## config.mk

```make
export PLATFORM = sky130hd
export DESIGN_NAME = lld_seq
export DESIGN_NICKNAME = d
export VERILOG_FILES = /design/src/rtl/lld_pkg.sv /design/src/rtl/lld_item.sv /design/src/rtl/lld_ctrl.sv /design/src/rtl/lld_seq.sv
export SDC_FILE = /design/constraint.sdc
export NUM_CORES = 1
export LEC_CHECK = 0
export BUFFER_PORTS_ARGS = -buffer_cell sky130_fd_sc_hd__buf_2
export CORE_MARGIN = 1.5
export CORE_UTILIZATION = 52
export CTS_BUF_LIST = sky130_fd_sc_hd__clkbuf_4 sky130_fd_sc_hd__clkbuf_8 sky130_fd_sc_hd__clkbuf_16
export CTS_CLUSTER_DIAMETER = 40
export DETAILED_ROUTE_END_ITERATION = 6
export PLACE_DENSITY = 0.84
export SYNTH_ARGS = -nofsm -noshare
export SYNTH_HDL_FRONTEND = slang
export SYNTH_SLANG_ARGS = --single-unit
```

## constraint.sdc

```tcl
create_clock -name clk -period 5.5 [get_ports clk]
set_input_delay 0.275 -clock clk [delete_from_list [all_inputs] [get_ports clk]]
set_output_delay 0.275 -clock clk [all_outputs]
set_load 0.005 [all_outputs]
```

## src/rtl/lld_pkg.sv

```systemverilog
package lld_pkg;

    localparam int ADDR_W     = 32;
    localparam int WORD_W     = 32;
    localparam int DESC_WORDS = 6;
    localparam int IDX_W      = $clog2(DESC_WORDS);

    localparam logic [ADDR_W-1:0] CHAIN_END = 32'hFFFF_F800;

    // word positions inside one descriptor (fetch order is behaviour)
    localparam int W_CFG = 0;
    localparam int W_SRC = 1;
    localparam int W_DST = 2;
    localparam int W_LEN = 3;
    localparam int W_PAR = 4;
    localparam int W_NXT = 5;

    // channel window offsets
    localparam logic [7:0] OFS_CTRL  = 8'h00;
    localparam logic [7:0] OFS_HOLD  = 8'h04;
    localparam logic [7:0] OFS_HEAD  = 8'h08;
    localparam logic [7:0] OFS_CFG   = 8'h0C;
    localparam logic [7:0] OFS_SRC   = 8'h10;
    localparam logic [7:0] OFS_DST   = 8'h14;
    localparam logic [7:0] OFS_LEFT  = 8'h18;
    localparam logic [7:0] OFS_PAR   = 8'h1C;

    typedef enum logic [1:0] {
        ST_IDLE  = 2'd0,
        ST_FETCH = 2'd1,
        ST_RUN   = 2'd2
    } seq_state_e;

    function automatic logic [ADDR_W-1:0] word_align(input logic [ADDR_W-1:0] a);
        return {a[ADDR_W-1:2], 2'b00};
    endfunction

endpackage

```

## src/rtl/lld_item.sv

```systemverilog
module lld_item
    import lld_pkg::*;
#(
    parameter int BEAT_W = 8
) (
    input  logic              clk,
    input  logic              rst,
    input  logic              load_en,
    input  logic [IDX_W-1:0]  load_idx,
    input  logic [WORD_W-1:0] load_word,
    input  logic              beat_ok,
    input  logic [BEAT_W-1:0] beat_bytes,
    output logic [WORD_W-1:0] cur_cfg,
    output logic [WORD_W-1:0] cur_src,
    output logic [WORD_W-1:0] cur_dst,
    output logic [WORD_W-1:0] cur_par,
    output logic [WORD_W-1:0] cur_nxt,
    output logic [WORD_W-1:0] left_cnt,
    output logic              empty,
    output logic              half_pulse
);

    logic [WORD_W-1:0] word_q [DESC_WORDS];
    logic [WORD_W-1:0] left_q;
    logic [WORD_W-1:0] take;
    logic [WORD_W-1:0] left_nx;
    logic [WORD_W-1:0] mid;

    always_comb begin
        mid     = word_q[W_LEN] >> 1;
        take    = (WORD_W'(beat_bytes) > left_q) ? left_q : WORD_W'(beat_bytes);
        left_nx = left_q - take;
    end

    for (genvar g = 0; g < DESC_WORDS; g++) begin : g_word
        always_ff @(posedge clk) begin
            if (rst)
                word_q[g] <= '0;
            else if (load_en && load_idx == IDX_W'(g))
                word_q[g] <= load_word;
        end
    end

    always_ff @(posedge clk) begin
        if (rst) begin
            left_q     <= '0;
            half_pulse <= 1'b0;
        end else begin
            half_pulse <= 1'b0;
            if (load_en && load_idx == IDX_W'(W_LEN)) begin
                left_q <= load_word;
            end else if (beat_ok) begin
                left_q <= left_nx;
                if (left_q > mid && left_nx <= mid)
                    half_pulse <= 1'b1;
            end
        end
    end

    assign cur_cfg  = word_q[W_CFG];
    assign cur_src  = word_q[W_SRC];
    assign cur_dst  = word_q[W_DST];
    assign cur_par  = word_q[W_PAR];
    assign cur_nxt  = word_q[W_NXT];
    assign left_cnt = left_q;
    assign empty    = (left_q == '0);

endmodule

```

## src/rtl/lld_ctrl.sv

```systemverilog
module lld_ctrl
    import lld_pkg::*;
(
    input  logic              clk,
    input  logic              rst,
    input  logic              start,
    input  logic              abort,
    input  logic              paused,
    input  logic [ADDR_W-1:0] head_addr,
    input  logic              mem_valid,
    input  logic              item_empty,
    input  logic [ADDR_W-1:0] next_addr,
    output seq_state_e        state,
    output logic [IDX_W-1:0]  widx,
    output logic              load_en,
    output logic              mem_req,
    output logic [ADDR_W-1:0] mem_addr,
    output logic              xfer_req,
    output logic              item_done,
    output logic              chain_done
);

    localparam logic [IDX_W-1:0] LAST_IDX = IDX_W'(DESC_WORDS - 1);

    logic [ADDR_W-1:0] base_q;
    logic              finish;
    logic              last;

    always_comb begin
        mem_req  = (state == ST_FETCH) && !paused;
        mem_addr = base_q + (ADDR_W'(widx) << 2);
        xfer_req = (state == ST_RUN) && !paused && !item_empty;
        load_en  = mem_req && mem_valid && !abort;
        finish   = (state == ST_RUN) && !paused && item_empty && !abort;
        last     = (next_addr == CHAIN_END);
    end

    always_ff @(posedge clk) begin
        if (rst) begin
            state      <= ST_IDLE;
            widx       <= '0;
            base_q     <= '0;
            item_done  <= 1'b0;
            chain_done <= 1'b0;
        end else begin
            item_done  <= finish;
            chain_done <= finish && last;
            if (abort) begin
                state <= ST_IDLE;
                widx  <= '0;
            end else begin
                unique case (state)
                    ST_IDLE: begin
                        if (start) begin
                            state  <= ST_FETCH;
                            base_q <= head_addr;
                            widx   <= '0;
                        end
                    end
                    ST_FETCH: begin
                        if (load_en) begin
                            if (widx == LAST_IDX) begin
                                state <= ST_RUN;
                                widx  <= '0;
                            end else begin
                                widx <= widx + 1'b1;
                            end
                        end
                    end
                    ST_RUN: begin
                        if (finish) begin
                            if (last) begin
                                state <= ST_IDLE;
                            end else begin
                                state  <= ST_FETCH;
                                base_q <= word_align(next_addr);
                                widx   <= '0;
                            end
                        end
                    end
                    default: state <= ST_IDLE;
                endcase
            end
        end
    end

endmodule

```

## src/rtl/lld_seq.sv

```systemverilog
module lld_seq
    import lld_pkg::*;
#(
    parameter int REG_AW = 6,
    parameter int BEAT_W = 8
) (
    input  logic              clk,
    input  logic              rst,
    input  logic              reg_wr,
    input  logic [REG_AW-1:0] reg_addr,
    input  logic [31:0]       reg_wdata,
    output logic [31:0]       reg_rdata,
    output logic              mem_req,
    output logic [31:0]       mem_addr,
    input  logic              mem_valid,
    input  logic [31:0]       mem_rdata,
    output logic              xfer_req,
    input  logic              xfer_beat,
    input  logic [BEAT_W-1:0] xfer_bytes,
    output logic [31:0]       xfer_cfg,
    output logic [31:0]       xfer_src,
    output logic [31:0]       xfer_dst,
    output logic              item_done,
    output logic              item_half,
    output logic              chain_done
);

    logic [7:0]        ofs;
    logic              wr_ctrl, wr_hold, wr_head;
    logic              start, abort, beat_ok;
    logic              paused_q;
    logic [ADDR_W-1:0] head_q;
    seq_state_e        state;
    logic [IDX_W-1:0]  widx;
    logic              load_en;
    logic              empty;
    logic [31:0]       cur_par, cur_nxt, left_cnt;

    assign ofs     = 8'(reg_addr);
    assign wr_ctrl = reg_wr && ofs == OFS_CTRL;
    assign wr_hold = reg_wr && ofs == OFS_HOLD;
    assign wr_head = reg_wr && ofs == OFS_HEAD;
    assign start   = wr_ctrl && reg_wdata[0];
    assign abort   = wr_ctrl && !reg_wdata[0];
    assign beat_ok = xfer_req && xfer_beat && !abort;

    always_ff @(posedge clk) begin
        if (rst) begin
            paused_q <= 1'b0;
            head_q   <= '0;
        end else begin
            if (wr_hold) paused_q <= reg_wdata[1];
            if (wr_head) head_q   <= word_align(reg_wdata);
        end
    end

    lld_ctrl u_ctrl (
        .clk        (clk),
        .rst        (rst),
        .start      (start),
        .abort      (abort),
        .paused     (paused_q),
        .head_addr  (head_q),
        .mem_valid  (mem_valid),
        .item_empty (empty),
        .next_addr  (cur_nxt),
        .state      (state),
        .widx       (widx),
        .load_en    (load_en),
        .mem_req    (mem_req),
        .mem_addr   (mem_addr),
        .xfer_req   (xfer_req),
        .item_done  (item_done),
        .chain_done (chain_done)
    );

    lld_item #(.BEAT_W(BEAT_W)) u_item (
        .clk        (clk),
        .rst        (rst),
        .load_en    (load_en),
        .load_idx   (widx),
        .load_word  (mem_rdata),
        .beat_ok    (beat_ok),
        .beat_bytes (xfer_bytes),
        .cur_cfg    (xfer_cfg),
        .cur_src    (xfer_src),
        .cur_dst    (xfer_dst),
        .cur_par    (cur_par),
        .cur_nxt    (cur_nxt),
        .left_cnt   (left_cnt),
        .empty      (empty),
        .half_pulse (item_half)
    );

    always_comb begin
        unique case (ofs)
            OFS_CTRL: reg_rdata = {31'b0, state != ST_IDLE};
            OFS_HOLD: reg_rdata = {30'b0, paused_q, 1'b0};
            OFS_HEAD: reg_rdata = head_q;
            OFS_CFG:  reg_rdata = xfer_cfg;
            OFS_SRC:  reg_rdata = xfer_src;
            OFS_DST:  reg_rdata = xfer_dst;
            OFS_LEFT: reg_rdata = left_cnt;
            OFS_PAR:  reg_rdata = cur_par;
            default:  reg_rdata = '0;
        endcase
    end

endmodule

```

# After elaboration in Yosys (flattened, before gate mapping)
# Memory sizes are Yosys's and may differ from the RTL's.
# Index checks and enable logic that the tools add are counted.
[op_classes]
add_sub_neg = 3
n_lt_le_gt_ge = 3
eq_ne = 20
muxes = 47
n_bitwise = 8
reduce_logical = 39
[op_table]
columns = ["op", "n"]
rows = [
  ["$mux W32", 12],
  ["$pmux W32 S8", 1],
  ["$pmux W32 S2", 1],
  ["$add A32 B5 Y32", 1],
  ["$eq A32 B32 Y1 const B", 1],
  ["$gt A32 B31 Y1", 1],
  ["$gt A8 B32 Y1", 1],
  ["$le A32 B31 Y1", 1],
  ["$logic_not A32 Y1", 1],
  ["$sub A32 B32 Y32", 1],
  ["$eq A6 B5 Y1 const B", 4],
  ["$logic_and A1 B1 Y1", 22],
  ["$mux W1", 22],
  ["$mux W3", 5],
  ["$eq A6 B4 Y1 const B", 2],
  ["$reduce_and A5 Y1", 2],
  ["$pmux W3 S3", 1],
  ["$logic_not A8 Y1", 1],
  ["$mux W2", 4],
  ["$eq A3 B2 Y1 const B", 2],
  ["$eq A3 B3 Y1 const B", 2],
  ["$eq A6 B3 Y1 const B", 1],
  ["$ne A2 B2 Y1 const B", 3],
  ["$or A1 B1 Y1", 6],
  ["15 further kinds", 22],
]
[word_totals]
regBits = 103
ramBits = 192
inputBits = 83
elab_cells = 130
n_memories = 1
[memory_table]
columns = ["memory", "depth", "word_bits", "rd", "rd_ports_with_merged_regs", "wr", "line", "text"]
rows = [
  ["u_item.word_q", 6, 32, 6, 0, 6, "lld_item.sv:23", "logic [WORD_W-1:0] word_q [DESC_WORDS];"],
]

# Longest topological paths before layout
# Gate-level depths: netlist (run 1).
[depth]
depth_word = 10
ltp_mapped = 24
depth_no_buf = 22

# Modules after synthesis
# Synthesis (run 1) repeated with hierarchy kept, for this count alone.
[unflattened]
hier_cells = 1607
area_unflattened_um2 = 16722.3
[by_module_without_submodules]
columns = ["module", "n_inst", "cells_each", "area_each_um2"]
rows = [
  ["lld_item", 1, 960, 11313.4],
  ["lld_seq", 1, 318, 2864.0],
  ["lld_ctrl", 1, 329, 2544.9],
]

# Least setup slack after synthesis (run 1)
# No wires, ideal clock.
[synth_path]
kind = "register to register"
start = "register u_item.left_q[13], in the netlist u_item.left_cnt[13]"
end = "register u_item.half_pulse"
setup_time_ns = 0.086
t_arrival_ns = 5.139
required_time_ns = 5.414
setup_slack_ns = 0.276
path_stages_with_launch = 20
path_buffers = 3
period_less_slack_ns = 5.224
path_cell_list = "dfxtp_1 clkbuf_2 nor4_1 and3_2 and2_1 o2111a_1 buf_2 mux2_2 fa_1 nor2b_1 o2111ai_1 a31oi_1 clkbuf_1 xnor2_1 ha_1 and4_1 a221o_1 a2111oi_0 o21ai_0 a211oi_1"
[synth_between]
elab_chain_cells = 7
elab_cells_between_ends = 14
[synth_lines]
columns = ["item", "line", "text"]
rows = [
  ["start: declaration", "lld_item.sv:24", "logic [WORD_W-1:0] left_q;"],
  ["start signal: assignment", "lld_item.sv:51", "left_q <= load_word;"],
  ["start signal: assignment", "lld_item.sv:53", "left_q <= left_nx;"],
  ["parallel branches: the longest is 7 deep, another holds $gt A8 B32 Y1", "-", ""],
  ["end signal: assignment", "lld_item.sv:47", "half_pulse <= 1'b0;"],
  ["end signal: assignment", "lld_item.sv:49", "half_pulse <= 1'b0;"],
  ["end signal: assignment", "lld_item.sv:55", "half_pulse <= 1'b1;"],
  ["end: declaration", "lld_item.sv:20", "output logic half_pulse"],
]
# Several ways; the timed one is not identified.
# A chain may end at the register's enable or synchronous reset.

# Final worst setup path (run 1)
# Ends and elaborated chain as after synthesis.

==> results of run 1 <==
## worst max-delay path: stages, from the launching register on
cell	delay, ns
dfxtp_1	0.41
nor4_2	0.34
and3_4	0.28
and2_1	0.23
o2111a_1	0.23
buf_4	0.16
mux2i_1	0.21
ha_1	0.22
fa_1	0.25
nor2b_1	0.08
o2111ai_1	0.32
a31oi_1	0.23
buf_12	0.21
or3_1	0.39
a21o_1	0.19
ha_1	0.20
a211o_1	0.28
a21oi_1	0.17
o21ai_0	0.09
a221oi_1	0.20
o21ai_0	0.14
a211oi_1	0.25
## kinds of logic after synthesis
group | Yosys count | share of synthesized area
simple gates | 572 | 0.196
mux | 40 | 0.0250
xor+xnor | 55 | 0.0300
buf+inv | 160 | 0.0430
fa+ha+maj | 84 | 0.0664
other cells | 1 | 0.000234
compound gates | 363 | 0.156
flops | 292 | 0.483
## power groups by stage
stage / sequential (mW) / combinational, mW / clock [mW]
after detailed placement: 2.46 / 0.410 / 0
after global routing: 2.42 / 0.472 / 2.81
after floorplan: 2.45 / 0.222 / 0
after global placement: 2.46 / 0.402 / 0
final: 2.41 / 0.436 / 2.70
after CTS: 2.41 / 0.422 / 2.71
## layout by cell type, fill, tap and decap left out, types with 7 or more instances in the layout
cell type / Yosys / final
a21o_1: 11 / 11
nor4_1: 11 / 9
nand3_1: 60 / 60
nor2_1: 53 / 47
buf_4: 3 / 55
a22oi_1: 104 / 104
a21oi_1: 105 / 105
nor2b_1: 9 / 9
inv_1: 60 / 59
edfxtp_1: 191 / 191
a211oi_2: 8 / 8
a31oi_1: 17 / 17
nand2_1: 135 / 135
clkbuf_16: 0 / 43
buf_2: 7 / 244
dfxtp_1: 101 / 99
nor3_1: 24 / 22
a211oi_1: 29 / 29
and3_1: 39 / 39
or4_1: 8 / 8
and4_1: 8 / 8
dlygate4sd3_1: 0 / 14
o21a_1: 7 / 7
xnor2_1: 38 / 38
ha_1: 82 / 82
mux2i_1: 39 / 39
o31a_1: 8 / 8
and2_1: 156 / 156
o21ai_0: 23 / 23
or3_1: 9 / 9
nand4_1: 22 / 22
xor2_1: 17 / 17
## through the flow
| stage | TNS, ns | utilization | instance area, sq um |
|---|---|---|---|
| after floorplan | 0 | - | 16100 |
| after global placement | 0 | 0.583 | 17800 |
| after detailed placement | -0.102 | 0.583 | 17800 |
| after CTS | 0 | 0.634 | 19300 |
| after global routing | 0 | 0.636 | 19400 |
| final | 0 | 0.636 | 19400 |
## area by class of cell
| type | count | share of cell area |
|---|---|---|
| Sequential cell | 292 | 0.400 |
| Multi-Input combinational cell | 1116 | 0.397 |
| Timing Repair Buffer | 314 | 0.0925 |
| Clock buffer | 51 | 0.0592 |
| Clock inverter | 21 | 0.0134 |
| Antenna cell | 1 | 0.000129 |
| Tap cell | 396 | 0.0256 |
| Inverter | 60 | 0.0116 |
## final timing paths
| check | slack (ns) | end | depth (start not counted) |
|---|---|---|---|
| worst max-delay path | 0.30 | u_item.half_pulse | 21 |
| worst min register to register | 0.48 | head_q[17] | 2 |
| worst min-delay path | 0.002 | head_q[10] | 3 |
| worst max register to register | 0.30 | u_item.half_pulse | 21 |
## metal layers
| metal | up-vias | track usage |
|---|---|---|
| li1 | 6323 | - |
| met1 | 6775 | 0.441 |
| met2 | 919 | 0.500 |
| met3 | 162 | 0.0685 |
| met4 | 0 | 0.109 |
| met5 | - | 0 |
## flip-flops by register name, summed over array words and instances, names as in the netlist
| name | cells |
|---|---|
| u_item.word_q | 191 |
| u_item.left_cnt | 32 |
| head_q | 30 |
| u_ctrl.base_q | 30 |
| u_ctrl.widx | 3 |
| u_ctrl.state | 2 |
| paused_q | 1 |
| u_ctrl.chain_done | 1 |
| u_ctrl.item_done | 1 |
| u_item.half_pulse | 1 |
## what timing repair did
item	in CTS	in global routing
gates resized for setup	2	9
pin swaps	0	2
endpoints found under the setup margin	1	1
endpoints found under the hold margin	14	0
hold buffers	14	0
==> out/results.txt, run 1 <==
Mapped Area: 16,100 sq um
flip-flop and latch area: 7760 sq um
Final Hold Fails: 0
weighted congestion at the end of routability-driven global placement: 0.981
worst min-delay path startpoint: reg_wdata[10]
die height: 179 um
clock buffers created by TritonCTS: 39
top sig layer: met4
clock input transition at the sequential cells of the worst setup and hold paths: 0.06 ns
Synth cell types: 82
Worst-Skew Late Latency: 0.53 ns
maximum number of pins on one net before global-route repair: 73
total number of clock tree sinks: 292
crit path from: u_item.left_cnt[13]
total number of H-tree levels: 2
initial DRC count: 1,667
number of antenna violations at the first check in global routing: 1
total placed cells including tap cells: 2,164
number of setup buffers added after CTS: 0
sequential share of the synthesized area: 0.483
Synth area leader: edfxtp_1
fraction of post-synthesis cell area in the top cell type by area: 0.357
hpwl dp: 37,400 um
number of nets with antenna violations after detailed routing: 0
switching power total: 1.31 mW
non-filler cells, final: 2,251
Die Width: 179 um
Max Transition Viols Final: 0
yosys warns: 0
EDFF count, synth: 191
worst hold slack after final layout: 0.00230 ns
CTS tree: done
DRT Pass-1 Iters: 6
top flip-flop cell by instance count after synthesis: edfxtp_1
run status: complete, no violations
Multi-input gate area: 7700 sq um
setup repair after global routing missed its margin: false
reported leakage power: 7.99 nW
Hold Path Class: input port to flip-flop
final layout net count: 1,990
per-cell via count in the routed design: 6.30
power density of the placed cells: 286 nW/um^2
total power draw: 5.55 mW
most common cell in the synthesized netlist: edfxtp_1
setup skew after layout: 0.0123 ns
proportion of power drawn by the clock network: 0.487
via count of the first global-routing pass: 13.2k
initial core utilization: 0.526
Post-Syn Area per Cell: 10.2 sq um
max_slew headroom: 0.216
combinational cell fraction of total power: 0.079
worst endpoint required time: 5.93 ns
top fanout value on the critical path: 18
timing-limited maximum frequency: 192 MHz
cell at the root of the clock tree: clkbuf_16
switching share of power: 0.237
Clock Tree Buf Depth: 3
R2R Path Start: u_item.left_cnt[13]
DIE AREA: 31,900 sq um
I/O pins: 248
cell-internal power: 4.24 mW
leftover overflow at the end of global routing: 0
actual slew at the worst max-slew pin: 1.18 ns
leading cell types by total area after synthesis: edfxtp_1, dfxtp_1, ha_1
core outline area: 30,500 sq um
Met1 Wirelength: 20,700 um
Detail Route met2 WL: 23,500 um
share of flip-flops with an asynchronous set or reset: 0
Met3 Wirelength: 5600 um
Syn Inst Count: 1,567
number of I/O port buffers: 245
kind of capture point of the worst setup path: flip-flop
filler cell count: 2,397
critical path start-end classification: flip-flop to flip-flop
startpoint types: flip-flop
DRC violations left: 0
Placement Rows: 64
share of the cycle needed by the critical path after routing: 0.945
Finish-stage setup viols: 0
power share of the sequential group: 0.435
layout cell share with drive strength beyond 1: 0.233
pre-CTS setup slack: -0.102 ns
overall via count from detail_route: 14.2k
critical path data arrival time: 5.62 ns
wire length per cell after detailed routing: 23.0 um
total track usage: 0.320
global-route wire length before repair: 77,500 um
area grow syn2layout: 20.7%
final wirelength: 51,800 um
worst voltage drop across the vdd grid: 0.201 mV
Post-synth top cells: edfxtp_1, and2_1, nand2_1
post-route minimum period: 5.20 ns
maxcap violations: 0
flop and latch count out of synthesis: 292
worst path setup slack after routing: 0.304 ns
Power figures use the tool's default switching activity.
==> run 2: changes to the inputs <==
--- a/config.mk
+++ b/config.mk
@@ -7,11 +7,11 @@
 export LEC_CHECK = 0
 export BUFFER_PORTS_ARGS = -buffer_cell sky130_fd_sc_hd__buf_2
 export CORE_MARGIN = 1.5
-export CORE_UTILIZATION = 52
+export CORE_UTILIZATION = 55
 export CTS_BUF_LIST = sky130_fd_sc_hd__clkbuf_4 sky130_fd_sc_hd__clkbuf_8 sky130_fd_sc_hd__clkbuf_16
 export CTS_CLUSTER_DIAMETER = 40
 export DETAILED_ROUTE_END_ITERATION = 6
-export PLACE_DENSITY = 0.84
+export PLACE_DENSITY = 0.85
 export SYNTH_ARGS = -nofsm -noshare
 export SYNTH_HDL_FRONTEND = slang
 export SYNTH_SLANG_ARGS = --single-unit
==> constraint.sdc (replaced) <==
create_clock -name clk -period 4.9 [get_ports clk]
set_input_delay 0.245 -clock clk [delete_from_list [all_inputs] [get_ports clk]]
set_output_delay 0.245 -clock clk [all_outputs]
set_load 0.005 [all_outputs]
==> run 2 against run 1 <==
Effect of this change: the run now ends with negative setup slack left; sequential share of layout area fell by 1.3 points; clock-buffer cell count is 3 lower; core utilization grew 6.2 points; worst hold slack better by 0.010 ns; final cell count rose by 3.1%; sequential power grew 12%; first-iteration DRC count increased by 19%; largest power group unchanged; highest routed layer unchanged.
==> out/results.txt, run 2 (same netlist as run 1, synthesis figures left out) <==
reported leakage power: 8.37 nW
cell at the root of the clock tree: clkbuf_16
Placement Rows: 62
DRC violations left: 0
Die Width: 174 um
number of antenna cells inserted: 0
number of I/O port buffers: 245
per-cell via count in the routed design: 6.30
total track usage: 0.342
post-route minimum period: 4.98 ns
global-route wire length before repair: 80,200 um
core outline area: 28,700 sq um
Max Transition Viols Final: 0
worst endpoint required time: 5.34 ns
critical path start-end classification: flip-flop to flip-flop
via count of the first global-routing pass: 14.1k
power density of the placed cells: 309 nW/um^2
Reg-to-Reg End: u_item.half_pulse
number of nets with antenna violations after detailed routing: 0
worst stage delay on the critical path: 0.33 ns
worst voltage drop across the vdd grid: 0.232 mV
die height: 174 um
setup skew after layout: 0.0223 ns
R2R Path Start: u_item.left_cnt[1]
I/O pins: 248
top fanout value on the critical path: 5
maxcap violations: 0
end point of the most critical hold path: head_q[17]
worst min-delay path startpoint: reg_wdata[17]
actual slew at the worst max-slew pin: 1.27 ns
commonest cells after routing, fill and taps aside: buf_2, edfxtp_1, and2_1
Clock Tree Buf Depth: 3
Worst-Skew Late Latency: 0.54 ns
length in cells of the worst reg-to-reg path: 25
pre-CTS setup slack: -0.254 ns
maximum number of pins on one net before global-route repair: 89
weighted congestion at the end of routability-driven global placement: 0.991
Min-Delay Path Depth: 3
critical path data arrival time: 5.43 ns
Final Hold Fails: 0
Hold Path Class: input port to flip-flop
worst path setup slack after routing: -0.0843 ns
setup slack of the most critical reg-to-reg path: -0.08 ns
cell repeated most along the worst path: ha_1
number of antenna violations at the first check in global routing: 0
run status: finished with violations
CTS tree: done
clock buffers created by TritonCTS: 41
number of gates on the worst path with buffers counted: 25
timing-limited maximum frequency: 201 MHz
layout cell share with drive strength beyond 1: 0.264
clock input transition at the sequential cells of the worst setup and hold paths: 0.06 ns
startpoint types: flip-flop
violations in the final reports: negative setup slack
slowest cell on the critical path: a221o_1
max_slew headroom: 0.154
total number of H-tree levels: 2
DIE AREA: 30,200 sq um
initial DRC count: 1,976
leftover overflow at the end of global routing: 0
hpwl dp: 37,800 um
largest delay contributor family on the critical path: compound AO/OA/AOI/OAI gates
wire length per cell after detailed routing: 23.1 um
accumulated negative setup slack: -0.0843 ns
area grow syn2layout: 24.7%
total placed cells including tap cells: 2,206
most common library cell in the layout ignoring fill and taps: buf_2
share of the cycle needed by the critical path after routing: 1.02
overall via count from detail_route: 14.6k
final layout net count: 2,071
Finish-stage setup viols: 1
DRT Pass-1 Iters: 6
kind of capture point of the worst setup path: flip-flop
total number of clock tree sinks: 292
top register by number of flip-flops: u_item.word_q
final wirelength: 53,600 um
non-filler cells, final: 2,320
Buf/Inv on CP: 4
initial core utilization: 0.560
number of flip-flops in the largest register: 191
setup repair after global routing missed its margin: true
-- run 2: cell count changes in the layout (fill, tap and decap cells not counted), sizes merged, moves of 2 or more --
cell and change:
bufinv -2, inv +3, dlygate4sd3 +16, clkbuf -3, buf +63, clkinv +5
-- run 2: layer usage --
metal  vias to the layer above  share of wire  GRT usage
li1                       6481              -          -
met1                      6917           0.39      0.458
met2                      1043           0.46      0.549
met3                       177           0.12     0.0728
met4                         0          0.040      0.126
met5                         -              0          0
-- run 2: stage by stage --
stage	utilization	power, mW	hold slack (ns)	cell area, sq um
2_1_floorplan	-	3.01	0.381	16100
5_1_grt	0.698	6.34	0.0279	20000
3_5_place_dp	0.635	3.26	0.468	18200
3_3_place_gp	0.635	3.25	0.463	18200
4_1_cts	0.695	6.16	0.00423	19900
6_report	0.698	6.19	0.0123	20000
-- run 2: area by class of cell --
cell class                 count  area [sq um]
multi-input combinational   1116          7790
fill                        2113          8670
timing repair buffer         393          2430
sequential                   292          7760
tap                          384           480
inverter                      60           225
clock inverter                27           256
clock buffer                  48          1080
-- run 2: what timing repair did --
action | in CTS | in global routing
hold buffers | 30 | 0
pin swaps | 3 | 5
buffers inserted | 5 | 5
endpoints found under the hold margin | 30 | 0
setup endpoints to repair | 1 | 1
gates resized for setup | 11 | 13
-- run 2: report_power, final --
group / switching, mW / internal [mW] / total (mW)
sequential: 0.0367 / 2.68 / 2.71
combinational: 0.321 / 0.244 / 0.565
clock: 1.19 / 1.73 / 2.92
total: 1.54 / 4.65 / 6.19
-- run 2: worst register-to-register path, cell delays in order, from the launching register on --
cell	delay, ns
dfxtp_1	0.32
inv_1	0.06
ha_1	0.29
nor2b_1	0.14
o21a_1	0.17
o21ai_2	0.11
a21oi_1	0.09
o2111a_1	0.26
buf_6	0.14
buf_12	0.12
mux2i_2	0.14
ha_1	0.32
o211a_1	0.17
o31a_1	0.14
o41ai_2	0.29
buf_4	0.18
nand2b_1	0.08
nor2_2	0.10
xor2_1	0.16
ha_1	0.26
a21o_1	0.18
a21o_1	0.17
a221o_1	0.33
a2111oi_4	0.32
o21ai_1	0.10
a211oi_1	0.25
-- run 2: worst max-delay path by stage --
| stage | start | slack (ns) | end |
|---|---|---|---|
| 6_report | u_item.left_cnt[1] | -0.08 | u_item.half_pulse |
| 5_1_grt | u_item.left_cnt[23] | -0.31 | u_item.half_pulse |
| 4_1_cts | u_item.left_cnt[23] | -0.0001 | u_item.half_pulse |
| 3_5_place_dp | xfer_bytes[1] | -0.25 | u_item.half_pulse |
| 3_3_place_gp | xfer_bytes[1] | -0.20 | u_item.half_pulse |
| 2_1_floorplan | u_item.left_cnt[19] | -0.02 | u_item.half_pulse |
==> run 3: changes to the inputs <==
--- a/config.mk
+++ b/config.mk
@@ -7,11 +7,11 @@
 export LEC_CHECK = 0
 export BUFFER_PORTS_ARGS = -buffer_cell sky130_fd_sc_hd__buf_2
 export CORE_MARGIN = 1.5
-export CORE_UTILIZATION = 55
+export CORE_UTILIZATION = 58
 export CTS_BUF_LIST = sky130_fd_sc_hd__clkbuf_4 sky130_fd_sc_hd__clkbuf_8 sky130_fd_sc_hd__clkbuf_16
 export CTS_CLUSTER_DIAMETER = 40
 export DETAILED_ROUTE_END_ITERATION = 6
-export PLACE_DENSITY = 0.85
+export PLACE_DENSITY = 0.88
 export SYNTH_ARGS = -nofsm -noshare
 export SYNTH_HDL_FRONTEND = slang
 export SYNTH_SLANG_ARGS = --single-unit
==> run 3 against run 2 <==
Effect of this change: the flow still finishes with violations (negative setup slack); first-iteration DRC count rose by 19%; sequential share of layout area shrank 0.21 points; register-to-register slack gained 0.06 ns; clock power increased by 2%; routed wire length rose by 1.4%; largest cell class unchanged.
==> out/results.txt, run 3 (same netlist as run 1, synthesis figures left out) <==
filler cell count: 1,786
proportion of power drawn by the clock network: 0.475
share of the cycle needed by the critical path after routing: 1.00
global-route wire length before repair: 81,700 um
critical path start-end classification: flip-flop to flip-flop
total number of H-tree levels: 2
Clock Tree Buf Depth: 3
Finish-stage setup viols: 1
worst hold slack after final layout: 0.0669 ns
total number of clock tree sinks: 292
critical path data arrival time: 5.39 ns
final wirelength: 54,300 um
Max Transition Viols Final: 0
core outline area: 27,000 sq um
maximum number of pins on one net before global-route repair: 93
most common library cell in the layout ignoring fill and taps: buf_2
kind of capture point of the worst setup path: flip-flop
number of flip-flops in the largest register: 191
setup repair after global routing missed its margin: true
power density of the placed cells: 312 nW/um^2
initial DRC count: 2,359
total track usage: 0.373
Die Width: 169 um
clock input transition at the sequential cells of the worst setup and hold paths: 0.06 ns
flip-flop and latch area: 7760 sq um
wire length per cell after detailed routing: 23.8 um
worst endpoint required time: 5.36 ns
cell at the root of the clock tree: clkbuf_16
number of I/O port buffers: 245
Final Hold Fails: 0
combinational cell fraction of total power: 0.094
power share of the sequential group: 0.432
switching power total: 1.62 mW
top fanout value on the critical path: 5
DRC violations left: 0
maxcap violations: 0
worst voltage drop across the vdd grid: 0.275 mV
DIE AREA: 28,700 sq um
I/O pins: 248
cell-internal power: 4.66 mW
overall via count from detail_route: 15.0k
via count of the first global-routing pass: 14.3k
area grow syn2layout: 25.5%
total power draw: 6.28 mW
actual slew at the worst max-slew pin: 1.27 ns
number of antenna cells inserted: 0
number of antenna violations at the first check in global routing: 2
CTS tree: done
violations in the final reports: negative setup slack
Placement Rows: 60
Multi-input gate area: 7890 sq um
post-route minimum period: 4.92 ns
leftover overflow at the end of global routing: 0
clock buffers created by TritonCTS: 41
timing-limited maximum frequency: 203 MHz
final standard cell area without fillers: 20,200 sq um
die height: 169 um
number of nets with antenna violations after detailed routing: 0
hpwl dp: 37,600 um
Hold Path Class: input port to flip-flop
final layout net count: 2,073
top register by number of flip-flops: u_item.word_q
max_slew headroom: 0.153
Worst-Skew Late Latency: 0.56 ns
initial core utilization: 0.594
weighted congestion at the end of routability-driven global placement: 1.00
reported leakage power: 8.41 nW
per-cell via count in the routed design: 6.56
worst path setup slack after routing: -0.0224 ns
startpoint types: flip-flop
setup skew after layout: 0.0222 ns
commonest cells after routing, fill and taps aside: buf_2, edfxtp_1, and2_1
cell area after placement: 18,100 sq um
layout cell share with drive strength beyond 1: 0.274
run status: finished with violations
DRT Pass-1 Iters: 7
switching share of power: 0.258
==> run 3: changes by cell type in the layout (fill, tap and decap cells not counted), moves of 3 or more <==
| cell | change |
|---|---|
| clkbuf_4 | -5 |
| a21oi_1 | -3 |
| ha_1 | -3 |
| nor2_1 | -3 |
| buf_4 | -3 |
| o21ai_1 | -3 |
| a21oi_2 | +4 |
==> run 3: final cells by class <==
type / instances / area share
well taps: 341 / 0.0212
repair buffers: 395 / 0.122
clock buffers: 45 / 0.0545
flip-flops and latches: 292 / 0.385
clock inverters: 31 / 0.0145
inverters: 60 / 0.0112
multi-input cells: 1116 / 0.391
==> run 3: worst paths after layout <==
| kind | from | cells past startpoint | slack (ns) | end |
|---|---|---|---|---|
| max | u_item.left_cnt[26] | 22 | -0.02 | u_item.half_pulse |
| min reg2reg | head_q[7] | 2 | 0.49 | head_q[7] |
| min | mem_rdata[14] | 3 | 0.07 | u_item.left_cnt[14] |
| max reg2reg | u_item.left_cnt[26] | 22 | -0.02 | u_item.half_pulse |
==> run 3: per-stage QoR <==
| stage | setup WS [ns] | setup TNS [ns] | cells | utilization |
|---|---|---|---|---|
| after detailed placement | -0.410 | -0.410 | 2162 | 0.671 |
| after global routing | -0.149 | -0.149 | 2280 | 0.746 |
| after CTS | -0.0876 | -0.0876 | 2273 | 0.739 |
| final | -0.0224 | -0.0224 | 2280 | 0.746 |
| after floorplan | -0.0239 | -0.0239 | 1568 | - |
| after global placement | -0.262 | -0.262 | 2162 | 0.671 |
==> run 3: power groups by stage <==
stage	logic (mW)	registers (mW)	clock network, mW
6_report	0.587	2.71	2.98
5_1_grt	0.625	2.71	3.08
4_1_cts	0.537	2.71	2.98
3_5_place_dp	0.499	2.76	0
3_3_place_gp	0.489	2.76	0
2_1_floorplan	0.255	2.75	0
==> run 3: repair_timing <==
item                                    4_1_cts  5_1_grt
resized for setup                            19       31
gates cloned                                  0        1
hold buffers                                 31        0
endpoints found under the setup margin        1        1
buffers inserted                              4        6
endpoints found under the hold margin        31        0
pin swaps                                    16       14
==> run 3: per-layer routing <==
layer  routed length, um  share of wire  track usage  vias to the layer above
met5                  12        0.00022            0                        -
li1                    -              -            -                     6485
met2               24600           0.45        0.594                     1226
met4                2530          0.046        0.159                        2
met1               20000           0.37        0.495                     7012
met3                7210           0.13       0.0819                      233
==> run 3: critical path, cell delays in order (launching register included) <==
cell       delay, ns
dfxtp_2         0.32
or4_4           0.54
nor3b_2         0.17
buf_4           0.17
o2111a_1        0.19
buf_6           0.13
buf_4           0.12
buf_6           0.10
mux2i_1         0.21
ha_2            0.31
o21a_1          0.18
o21a_1          0.21
a21boi_4        0.17
or4_4           0.46
xnor2_2         0.15
ha_1            0.29
a21o_1          0.18
a21oi_1         0.15
nor2b_1         0.07
a2111oi_2       0.32
buf_4           0.17
o21ai_2         0.05
a211oi_2        0.19
